**src/rtl/tif_pkg.sv**
```systemverilog
package tif_pkg;
  localparam int FLAG_REG_W = 8;
  localparam int POS_CAP    = 5;
  localparam int POS_CMPA   = 4;
  localparam int POS_CMPB   = 3;
  localparam int POS_OVF16  = 2;
  localparam int POS_RSVD   = 1;
  localparam int POS_OVF8   = 0;

  // Mask of the bit positions that hold a real flag.
  function automatic logic [FLAG_REG_W-1:0] impl_mask();
    logic [FLAG_REG_W-1:0] m;
    m            = '0;
    m[POS_CAP]   = 1'b1;
    m[POS_CMPA]  = 1'b1;
    m[POS_CMPB]  = 1'b1;
    m[POS_OVF16] = 1'b1;
    m[POS_OVF8]  = 1'b1;
    return m;
  endfunction
endpackage

```
**src/rtl/tif_event_map.sv**
```systemverilog
module tif_event_map
  import tif_pkg::*;
#(
  parameter int REG_W = FLAG_REG_W
) (
  input  logic             evt_capture,
  input  logic             evt_cmp_a,
  input  logic             evt_cmp_b,
  input  logic             t16_wrap,
  input  logic             t16_leave_zero,
  input  logic             t16_updown_pwm,
  input  logic             evt_t8_ovf,
  output logic [REG_W-1:0] set_vec
);
  logic ovf16_evt;

  // The 16-bit overflow event source depends on the counting mode.
  always_comb begin
    if (t16_updown_pwm) ovf16_evt = t16_leave_zero;
    else                ovf16_evt = t16_wrap;
  end

  always_comb begin
    set_vec            = '0;
    set_vec[POS_CAP]   = evt_capture;
    set_vec[POS_CMPA]  = evt_cmp_a;
    set_vec[POS_CMPB]  = evt_cmp_b;
    set_vec[POS_OVF16] = ovf16_evt;
    set_vec[POS_OVF8]  = evt_t8_ovf;
  end
endmodule

```
**src/rtl/tif_clr_decode.sv**
```systemverilog
module tif_clr_decode
  import tif_pkg::*;
#(
  parameter int REG_W = FLAG_REG_W,
  parameter int ID_W  = $clog2(REG_W)
) (
  input  logic             wr_en,
  input  logic [REG_W-1:0] wr_data,
  input  logic             ack_valid,
  input  logic [ID_W-1:0]  ack_id,
  output logic [REG_W-1:0] clr_vec
);
  localparam logic [REG_W-1:0] MASK = REG_W'(impl_mask());

  logic [REG_W-1:0] wr_clr;
  logic [REG_W-1:0] ack_clr;

  always_comb begin
    wr_clr = wr_en ? wr_data : '0;
  end

  for (genvar i = 0; i < REG_W; i++) begin : g_ack
    assign ack_clr[i] = ack_valid && (ack_id == ID_W'(i));
  end

  // Reserved positions never see a clear.
  always_comb begin
    clr_vec = (wr_clr | ack_clr) & MASK;
  end
endmodule

```
**src/rtl/tif_flag_cell.sv**
```systemverilog
module tif_flag_cell (
  input  logic clk,
  input  logic rst_n,
  input  logic set_i,
  input  logic clr_i,
  output logic flag_q
);
  logic upd;
  logic flag_d;

  // A set beats a clear in the same cycle.
  always_comb begin
    upd    = set_i | clr_i;
    flag_d = set_i;
  end

  always_ff @(posedge clk or negedge rst_n) begin
    if (!rst_n)   flag_q <= 1'b0;
    else if (upd) flag_q <= flag_d;
  end
endmodule

```
**src/rtl/tif_prio_sel.sv**
```systemverilog
module tif_prio_sel #(
  parameter int REG_W = 8,
  parameter int ID_W  = $clog2(REG_W)
) (
  input  logic [REG_W-1:0] pend,
  output logic             any,
  output logic [ID_W-1:0]  sel
);
  // The highest set position wins: the last one seen in an upward scan.
  always_comb begin
    any = 1'b0;
    sel = '0;
    for (int i = 0; i < REG_W; i++) begin
      if (pend[i]) begin
        any = 1'b1;
        sel = ID_W'(i);
      end
    end
  end
endmodule

```
**src/rtl/tmr_irq_flags.sv**
```systemverilog
module tmr_irq_flags
  import tif_pkg::*;
#(
  parameter int REG_W = FLAG_REG_W,
  parameter int ID_W  = $clog2(REG_W)
) (
  input  logic             clk,
  input  logic             rst_n,
  input  logic             evt_capture,
  input  logic             evt_cmp_a,
  input  logic             evt_cmp_b,
  input  logic             t16_wrap,
  input  logic             t16_leave_zero,
  input  logic             t16_updown_pwm,
  input  logic             evt_t8_ovf,
  input  logic             gie,
  input  logic [REG_W-1:0] irq_en,
  input  logic             wr_en,
  input  logic [REG_W-1:0] wr_data,
  input  logic             ack_valid,
  input  logic [ID_W-1:0]  ack_id,
  output logic [REG_W-1:0] rd_data,
  output logic [REG_W-1:0] irq_req,
  output logic             irq_any,
  output logic [ID_W-1:0]  irq_sel
);
  logic [REG_W-1:0] set_vec;
  logic [REG_W-1:0] clr_vec;
  logic [REG_W-1:0] flags;

  tif_event_map #(.REG_W(REG_W)) u_map (
    .evt_capture    (evt_capture),
    .evt_cmp_a      (evt_cmp_a),
    .evt_cmp_b      (evt_cmp_b),
    .t16_wrap       (t16_wrap),
    .t16_leave_zero (t16_leave_zero),
    .t16_updown_pwm (t16_updown_pwm),
    .evt_t8_ovf     (evt_t8_ovf),
    .set_vec        (set_vec)
  );

  tif_clr_decode #(.REG_W(REG_W), .ID_W(ID_W)) u_clr (
    .wr_en     (wr_en),
    .wr_data   (wr_data),
    .ack_valid (ack_valid),
    .ack_id    (ack_id),
    .clr_vec   (clr_vec)
  );

  for (genvar i = 0; i < REG_W; i++) begin : g_flag
    tif_flag_cell u_cell (
      .clk    (clk),
      .rst_n  (rst_n),
      .set_i  (set_vec[i]),
      .clr_i  (clr_vec[i]),
      .flag_q (flags[i])
    );
  end

  always_comb begin
    rd_data = flags;
    irq_req = gie ? (flags & irq_en) : '0;
  end

  tif_prio_sel #(.REG_W(REG_W), .ID_W(ID_W)) u_prio (
    .pend (irq_req),
    .any  (irq_any),
    .sel  (irq_sel)
  );
endmodule

```
**config.mk**
```make
export PLATFORM = sky130hd
export DESIGN_NAME = tmr_irq_flags
export DESIGN_NICKNAME = d
export VERILOG_FILES = /design/src/rtl/tif_pkg.sv /design/src/rtl/tif_event_map.sv /design/src/rtl/tif_clr_decode.sv /design/src/rtl/tif_flag_cell.sv /design/src/rtl/tif_prio_sel.sv /design/src/rtl/tmr_irq_flags.sv
export SDC_FILE = /design/constraint.sdc
export NUM_CORES = 1
export LEC_CHECK = 0
export BUFFER_PORTS_ARGS = -buffer_cell sky130_fd_sc_hd__buf_2
export CAP_MARGIN = 5
export CORE_AREA = 5 5 42 44
export CTS_CLUSTER_SIZE = 20
export DETAILED_ROUTE_END_ITERATION = 12
export DIE_AREA = 0 0 47 49
export GPL_ROUTABILITY_DRIVEN = 0
export GPL_TIMING_DRIVEN = 0
export PLACE_DENSITY = 0.77
export SYNTH_ARGS = -nofsm -noshare
export SYNTH_HDL_FRONTEND = slang
export SYNTH_SLANG_ARGS = --single-unit
```
**constraint.sdc**
```tcl
create_clock -name clk -period 1.7 [get_ports clk]
set_input_delay 0 -clock clk [delete_from_list [all_inputs] [get_ports clk]]
set_output_delay 0 -clock clk [all_outputs]
set_load 0.02 [all_outputs]
```
---- After elaboration in Yosys (flattened, before gate mapping) ----
Index checks and enable logic that the tools add are counted.
operators by class
  $add $sub $neg .......................... 0
  multiply operators ...................... 0
  div/mod/pow operators ................... 0
  magnitude comparators ................... 0
  equality and inequality tests ........... 5
  shift-type cells ........................ 0
  mux-type cells .......................... 18
  bitwise logic cells ..................... 7
  reduce and logical (&&, ||, !) cells .... 7
operators by type and width
  operator            count
  $mux 3              4
  $mux 1              10
  $and 6x8->8         1
  $mux 8              1
  $eq 3x2->1 const B  2
  $eq 3x3->1 const B  2
  $logic_and 1x1->1   6
  $mux 6              1
  $or 6x6->6          1
  $or 1x1->1          5
  $mux 2              2
  $eq 3x1->1 const B  1
  $logic_not 3->1     1
word-level totals
  register bits after elaboration ......... 5
  latch bits .............................. 0
  memory bits (writable) .................. 0
  memory bits (read-only) ................. 0
  input port bits ......................... 31
  output and inout port bits .............. 20
  word-level logic and storage cells ...... 42
  memories kept ........................... 0

---- Depth between registers and ports, before layout ----
Gate-level depths: netlist (run 1).
  depth in word-level cells ............... 10
  mapped depth ............................ 3

---- Modules after synthesis ----
From an unflattened synthesis (run 1), not the netlist that was laid out.
second synthesis, totals
  cell total of the unflattened synthesis .. 68
  area total of the unflattened synthesis .. 579.3 µm²
by module, submodules not included
  module          instances  cells each  area an instance (µm²)  seq. area each (µm²)
  tif_flag_cell   8          3           36.3                    25.0
  tif_clr_decode  1          14          102.6                   0.0
  tif_event_map   1          10          78.8                    0.0
  tif_prio_sel    1          12          57.6                    0.0
  tmr_irq_flags   1          8           50.0                    0.0

---- Worst setup path after synthesis (run 1) ----
OpenSTA, ideal clock, no wires.
  path type ............................... flip-flop to output port
  from .................................... reg g_flag[4].u_cell.flag_q
  to ...................................... out irq_any
  arrival time ............................ 1342 ps
  data required time ...................... 1700 ps
  path slack .............................. 358 ps
  cell stages (with the launch flop) ...... 4
  cells stage by stage .................... dfrtp_1 nand2_1 a21boi_0 or3b_1
between the ends
  cells in the longest elaborated chain, start to end .. 6
ends and longest elaborated chain
  item                      line                 text
  start: declaration        tif_flag_cell.sv:6   output logic flag_q
  start signal: assignment  tif_flag_cell.sv:19  else if (upd) flag_q <= flag_d;
  $and 6x8->8               tmr_irq_flags.sv:62  irq_req = gie ? (flags & irq_en) : '0;
  $mux 8                    tmr_irq_flags.sv:62
  $mux 1 (4 in a row)       tif_prio_sel.sv:14   if (pend[i]) begin
  end: declaration          tmr_irq_flags.sv:24  output logic irq_any,
Every way passes these cells.

---- Worst setup path after layout (run 1) ----
  from .................................... reg g_flag[2].u_cell.flag_q
  to ...................................... out irq_any
between the ends
  cells in the longest elaborated chain, start to end .. 8
ends and longest elaborated chain
  item                      line
  start: declaration        tif_flag_cell.sv:6
  start signal: assignment  tif_flag_cell.sv:19
  $and 6x8->8               tmr_irq_flags.sv:62
  $mux 8                    tmr_irq_flags.sv:62
  $mux 1 (6 in a row)       tif_prio_sel.sv:14
Every way passes these cells.

==> results of run 1 <==
==> cell usage after synthesis (all sizes together), types with 2 or more instances <==
master,count
nand2,10
dfrtp,5
and3,5
buf,11
a31o,4
nand4b,2
==> final cells by class <==
type,count,share of cell area
Timing Repair Buffer,43,0.3363
Multi-Input combinational cell,37,0.3082
Sequential cell,5,0.1751
Buffer,11,0.1156
Clock buffer,4,0.03678
Tap cell,16,0.02802
==> per-layer routing <==
| metal | GRT usage | up-vias |
|---|---|---|
| met3 | 0.04797 | 0 |
| met4 | 0.01382 | 0 |
| met5 | 0 | - |
| met1 | 0.1336 | 203 |
| li1 | - | 261 |
| met2 | 0.1810 | 27 |
==> cell families after synthesis <==
kind of cell           count (synthesis)
AOI/OAI and AO/OA                      8
buffers and inverters                 11
DFF                                    5
muxes                                  1
other                                  1
and+or+nand+nor                       22
==> power breakdown <==
part	internal, W	total [W]	switching [W]	leakage, nW
sequential	0.000129	0.000139	0.00000982	0.0509
combinational	0.0000876	0.000177	0.0000891	0.341
clock	0.0000887	0.000136	0.0000474	0.0150
total	0.000305	0.000452	0.000146	0.407
==> final timing paths <==
path | cells past startpoint | endpoint | slack, ns
hold reg to reg | 1 | g_flag[0].u_cell.flag_q$_DFFE_PN0P_ | 0.56
setup reg to reg | 1 | g_flag[4].u_cell.flag_q$_DFFE_PN0P_ | 0.97
setup / recovery | 4 | irq_any | 0.27
min in group asynchronous | 2 | g_flag[5].u_cell.flag_q$_DFFE_PN0P_ | 0.10
hold / removal | 3 | g_flag[2].u_cell.flag_q$_DFFE_PN0P_ | -0.002
max in group asynchronous | 2 | g_flag[2].u_cell.flag_q$_DFFE_PN0P_ | 1.47
==> stage by stage <==
stage | util | setup WS (ns) | power, W | hold slack [ns] | area [sq um]
2_1_floorplan | - | 0.3577 | 0.0002428 | -0.2956 | 427.9
3_3_place_gp | 0.4554 | 0.5285 | 0.0003054 | -0.1843 | 638.1
3_5_place_dp | 0.4554 | 0.5118 | 0.0003100 | -0.1821 | 638.1
4_1_cts | 0.5098 | 0.2500 | 0.0004589 | 0.0005653 | 714.4
5_1_grt | 0.5098 | 0.2043 | 0.0004898 | 0.03818 | 714.4
6_report | 0.5098 | 0.2671 | 0.0004516 | -0.001934 | 714.4
==> critical path, stage by stage, from the launching register on <==
cell and delay, ns:
dfrtp_1 0.40, a22o_1 0.21, nand2_1 0.08, or3b_1 0.33, buf_2 0.16
==> impl_metrics.py, run 1 <==
metrics = {
    "status": {
        "status": "finished, violations left",
        "violations": "hold timing",
    },
    "routing": {
        "wl_met3_microns": 162,
        "via_per_inst": 4.233,
        "top_layer": "met3",
        "first_iter_violations": 4,
        "dr.pass1.iters": 4,
        "wl_met1_microns": 433,
        "routedWlPerCell_microns": 10.35,
        "vias": 491,
        "ant_nets": 0,
        "drc": 0,
        "wl_met2_microns": 605,
        "wirelength_microns": 1201,
    },
    "worst_setup_path": {
        "cp.arrival_ns": 1.43,
        "crit_path_start_kind": "flop",
        "r2r_start": "g_flag[4].u_cell.flag_q$_DFFE_PN0P_",
        "startpoint": "g_flag[2].u_cell.flag_q$_DFFE_PN0P_",
        "worst_setup_path_end_kind": "output port",
        "crit_required_ns": 1.70,
        "path_class": "reg2out",
        "cp_max_fo": 4,
    },
    "logic_synthesis": {
        "synthXorXnorAreaFrac": 0,
        "synthSimpleGateAreaFrac": 0.2966,
        "yosysSeqAreaShare": 0.3058,
        "synthDistinctLibCells": 18,
        "ys_top_cells_by_area": "dfrtp_1 31%, buf_4 20%, nand2_1 9.2%, a31o_2 8.6%, and3_1 6.1%",
        "netlist_instances": 48,
        "yosys-mux-area-fraction": 0.02446,
        "synth_compound_gate_area_share": 0.1621,
        "synth_fa_ha_area_frac": 0,
        "yosysTopAreaCellShare": 0.3058,
        "async_flop_share": 1.000,
        "synth_ff_type": "dfrtp_1",
        "synth_top_family_by_area": "simple AND/OR/NAND/NOR gates",
        "syn_area_per_cell_sq_um": 8.524,
        "ys_seq_elements": 5,
        "yosysWarnings": 0,
        "synth_edf_count": 0,
        "synth_area_sq_um": 409.1,
        "yosys.area.top_type": "dfrtp_1",
    },
    "power_and_ir_drop": {
        "power_leakage_nw": 0.4069,
        "ir_worst_vdd_mv": 0.5858,
        "power_density_nw_per_um2": 632.1,
    },
    "final_layout": {
        "final_common_cell": "buf_2",
        "regMostFlops": "g_flag.u_cell.flag_q",
        "drive_above_1_share": 0.5700,
        "largest_register_ffs": 5,
        "mostFrequentLayoutCells": "38 x buf_2, 11 x buf_4, 10 x nand2_1",
        "stdcell_count": 116,
        "reg_top3": "g_flag.u_cell.flag_q: 5 flops",
        "seqCellArea_sq_um": 125.1,
        "num_antenna_cells": 0,
        "multi_input_area_sq_um": 220.2,
        "syn2layout_area_growth_pct": 74.62,
        "n_fill_cell": 140,
        "final_nets": 132,
    },
    "global_routing": {
        "grt_overflow_total": 0,
        "grt_pass1_wl_microns": 1897,
        "antenna_found_initial": 0,
        "track_usage": 0.1103,
        "grt_max_degree": 8,
        "grt_pass1_vias": 464,
    },
    "min_path": {
        "hold_class": "in2reg",
        "hp-start": "t16_wrap",
    },
    "clock_network": {
        "cts_setup_buffers": 0,
        "cts.sinks": 5,
        "cts_resized": 0,
        "cts_tree": "yes",
        "ctsHoldBuffers": 5,
        "insertion_delay_ns": 0.24,
        "h-tree-depth": 1,
        "cts_inserted_buffers": 3,
        "root_buffer": "clkbuf_4",
        "clock_path_buffers": 2,
        "clkTransAtPathRegs_ns": 0.04,
    },
    "timing": {
        "finalSetupViolCount": 0,
        "rsz0062_at_grt": "no",
        "fmax_mhz": 697.9,
        "setup-tns-final_ns": 0,
        "hold_viol": 1,
        "min_period_ns": 1.433,
        "holdWs_ns": -0.001934,
        "finClkSkew_ns": 0,
        "final_max_slew_viol_count": 0,
        "fin_crit_sh": 0.8429,
    },
    "floorplan": {
        "io-pin-count": 51,
        "rows": 14,
        "dieWidth_microns": 47,
        "die_area_sq_um": 2303,
        "core_sq_um": 1401,
        "die_h_microns": 49,
        "initial_core_util": 0.2920,
    },
    "placed_design": {
        "placedCellCount": 107,
        "place_hpwl_microns": 1060,
        "io_buffers": 38,
    },
    "job": {
        "maxCapViolations": 0,
    },
}
(Power assumes the default switching activity.)
==> run 2, diff against run 1 <==
CORE_AREA = 5 5 43 45   (was 5 5 42 44)
DIE_AREA = 0 0 48 50   (was 0 0 47 49)
PLACE_DENSITY = 0.74   (was 0.77)
clock period = 1.5 ns   (was 1.7 ns; I/O delays follow)
==> run 2 against run 1 <==
  * Routed wire length up 8.6%
  * Count of clock-buffer cells in the layout is the same
  * The run now ends clean
  * Via count grew 5.9%
  * Die area grew 4.2%
  * Largest power group unchanged
  * Global-route usage fell by 0.17 points
  * Critical path depth is the same
  * Cell area grew 2.8%
==> impl_metrics.py, run 2 (synthesis gave the netlist of run 1 again) <==
metrics = {
    "status": {
        "status": "complete, no violations",
    },
    "routing": {
        "routedWlPerCell_microns": 11.05,
        "via_per_inst": 4.407,
        "wl_met2_microns": 608,
        "top_layer": "met4",
        "wl_met3_microns": 218,
        "ant_nets": 0,
        "wl_met1_microns": 462,
        "wirelength_microns": 1304,
        "drc": 0,
        "dr.pass1.iters": 4,
        "first_iter_violations": 3,
        "vias": 520,
    },
    "timing": {
        "fin_crit_sh": 0.9624,
        "setup-tns-final_ns": 0,
        "hold_viol": 0,
        "finalSetupViolCount": 0,
        "rsz0062_at_grt": "no",
        "min_period_ns": 1.444,
        "finClkSkew_ns": 0,
        "fmax_mhz": 692.7,
        "final_max_slew_viol_count": 0,
    },
    "worst_setup_path": {
        "cp_max_fo": 4,
        "crit_path_start_kind": "flop",
        "r2r_slack_ns": 0.78,
        "crit_required_ns": 1.50,
        "cp.arrival_ns": 1.44,
        "path_class": "reg2out",
        "r2r_start": "g_flag[4].u_cell.flag_q$_DFFE_PN0P_",
        "worst_setup_path_end_kind": "output port",
        "rr_worst_depth": 1,
        "timing.rr.end": "g_flag[4].u_cell.flag_q$_DFFE_PN0P_",
    },
    "min_path": {
        "min_to": "g_flag[2].u_cell.flag_q$_DFFE_PN0P_",
        "hold_class": "in2reg",
        "hp-start": "wr_data[2]",
        "hold_depth": 4,
    },
    "floorplan": {
        "die_h_microns": 50,
        "core_sq_um": 1436,
        "die_area_sq_um": 2400,
        "io-pin-count": 51,
        "rows": 14,
        "dieWidth_microns": 48,
        "initial_core_util": 0.2848,
    },
    "power_and_ir_drop": {
        "power_leakage_nw": 0.4153,
        "power.internal_w": 0.0003503,
        "power_switching_share": 0.3204,
        "ir_worst_vdd_mv": 0.2916,
        "switchingPower_w": 0.0001651,
        "finalPower_w": 0.0005154,
        "power_density_nw_per_um2": 701.7,
        "power.share.clock": 0.295,
        "sequentialPowerShare": 0.303,
        "combPwrFrac": 0.401,
    },
    "global_routing": {
        "grt_pass1_wl_microns": 1876,
        "grt_overflow_total": 0,
        "grt_pass1_vias": 506,
        "track_usage": 0.1087,
        "antenna_found_initial": 0,
        "grt_max_degree": 8,
    },
    "clock_network": {
        "insertion_delay_ns": 0.24,
        "cts_inserted_buffers": 3,
        "clkTransAtPathRegs_ns": 0.04,
        "cts_setup_buffers": 0,
        "cts.sinks": 5,
        "root_buffer": "clkbuf_4",
        "clock_path_buffers": 2,
        "h-tree-depth": 1,
        "cts_tree": "yes",
    },
    "placed_design": {
        "io_buffers": 38,
        "place_hpwl_microns": 1062,
    },
    "final_layout": {
        "num_antenna_cells": 0,
        "regMostFlops": "g_flag.u_cell.flag_q",
        "syn2layout_area_growth_pct": 79.51,
        "drive_above_1_share": 0.5588,
        "mostFrequentLayoutCells": "38 x buf_2, 11 x buf_4, 10 x nand2_1",
        "final_common_cell": "buf_2",
        "reg_top3": "g_flag.u_cell.flag_q: 5 flops",
        "final_nets": 134,
        "largest_register_ffs": 5,
        "fin_util": 0.5113,
    },
    "job": {
        "maxCapViolations": 0,
    },
}
run 2: cell types whose count changed in the layout (fill, tap and decap cells not counted), sizes merged:
cell,previous run,this run
dlygate4sd3,5,7
run 2: power by group through the flow:
stage,Sequential [W],Combinational (W),Clock [W]
6_report,0.000156,0.000207,0.000152
2_1_floorplan,0.000155,0.000120,0
4_1_cts,0.000157,0.000207,0.000156
3_3_place_gp,0.000158,0.000188,0
3_5_place_dp,0.000159,0.000192,0
5_1_grt,0.000158,0.000227,0.000162
run 2: layout make-up:
cell class / instances / area (sq um)
fill: 154 / 701.9
timing repair buffer: 45 / 260.3
multi-input combinational: 37 / 220.2
sequential: 5 / 125.1
buffer: 11 / 82.58
clock buffer: 4 / 26.28
tap: 16 / 20.02
run 2: per-stage QoR:
step	cell area (sq um)	hold WS [ns]	setup slack (ns)	std cells
after floorplan	427.9	-0.2956	0.1577	53
after global placement	638.1	-0.1859	0.3163	107
after detailed placement	638.1	-0.1823	0.2914	107
after CTS	734.5	0.06567	0.03382	118
after global routing	734.5	0.09346	0.007818	118
final	734.5	0.06351	0.05635	118
run 2: how the worst max path moves through the flow:
stage,slack [ns],depth (start not counted),endpoint,start
final,0.06,4,irq_any,g_flag[2].u_cell.flag_q$_DFFE_PN0P_
after global routing,0.008,4,irq_any,g_flag[2].u_cell.flag_q$_DFFE_PN0P_
after CTS,0.03,4,irq_any,g_flag[2].u_cell.flag_q$_DFFE_PN0P_
after detailed placement,0.29,4,irq_any,g_flag[2].u_cell.flag_q$_DFFE_PN0P_
after global placement,0.32,4,irq_any,g_flag[2].u_cell.flag_q$_DFFE_PN0P_
after floorplan,0.16,3,irq_any,g_flag[4].u_cell.flag_q$_DFFE_PN0P_
run 2: timing repair:
action | CTS | global route
gates resized for setup | 0 | 0
hold endpoints to repair | 10 | 0
hold buffers | 7 | 0
run 2: critical path: stages (launching register included):
cell	delay, ns
dfrtp_1	0.40
a22o_1	0.22
nand2_1	0.08
or3b_1	0.34
buf_2	0.17
run 2: layer usage:
metal  global-route usage  vias to the layer above
li1                     -                      266
met1               0.1026                      219
met2               0.2026                       33
met3              0.01091                        2
met4              0.06726                        0
met5                    0                        -
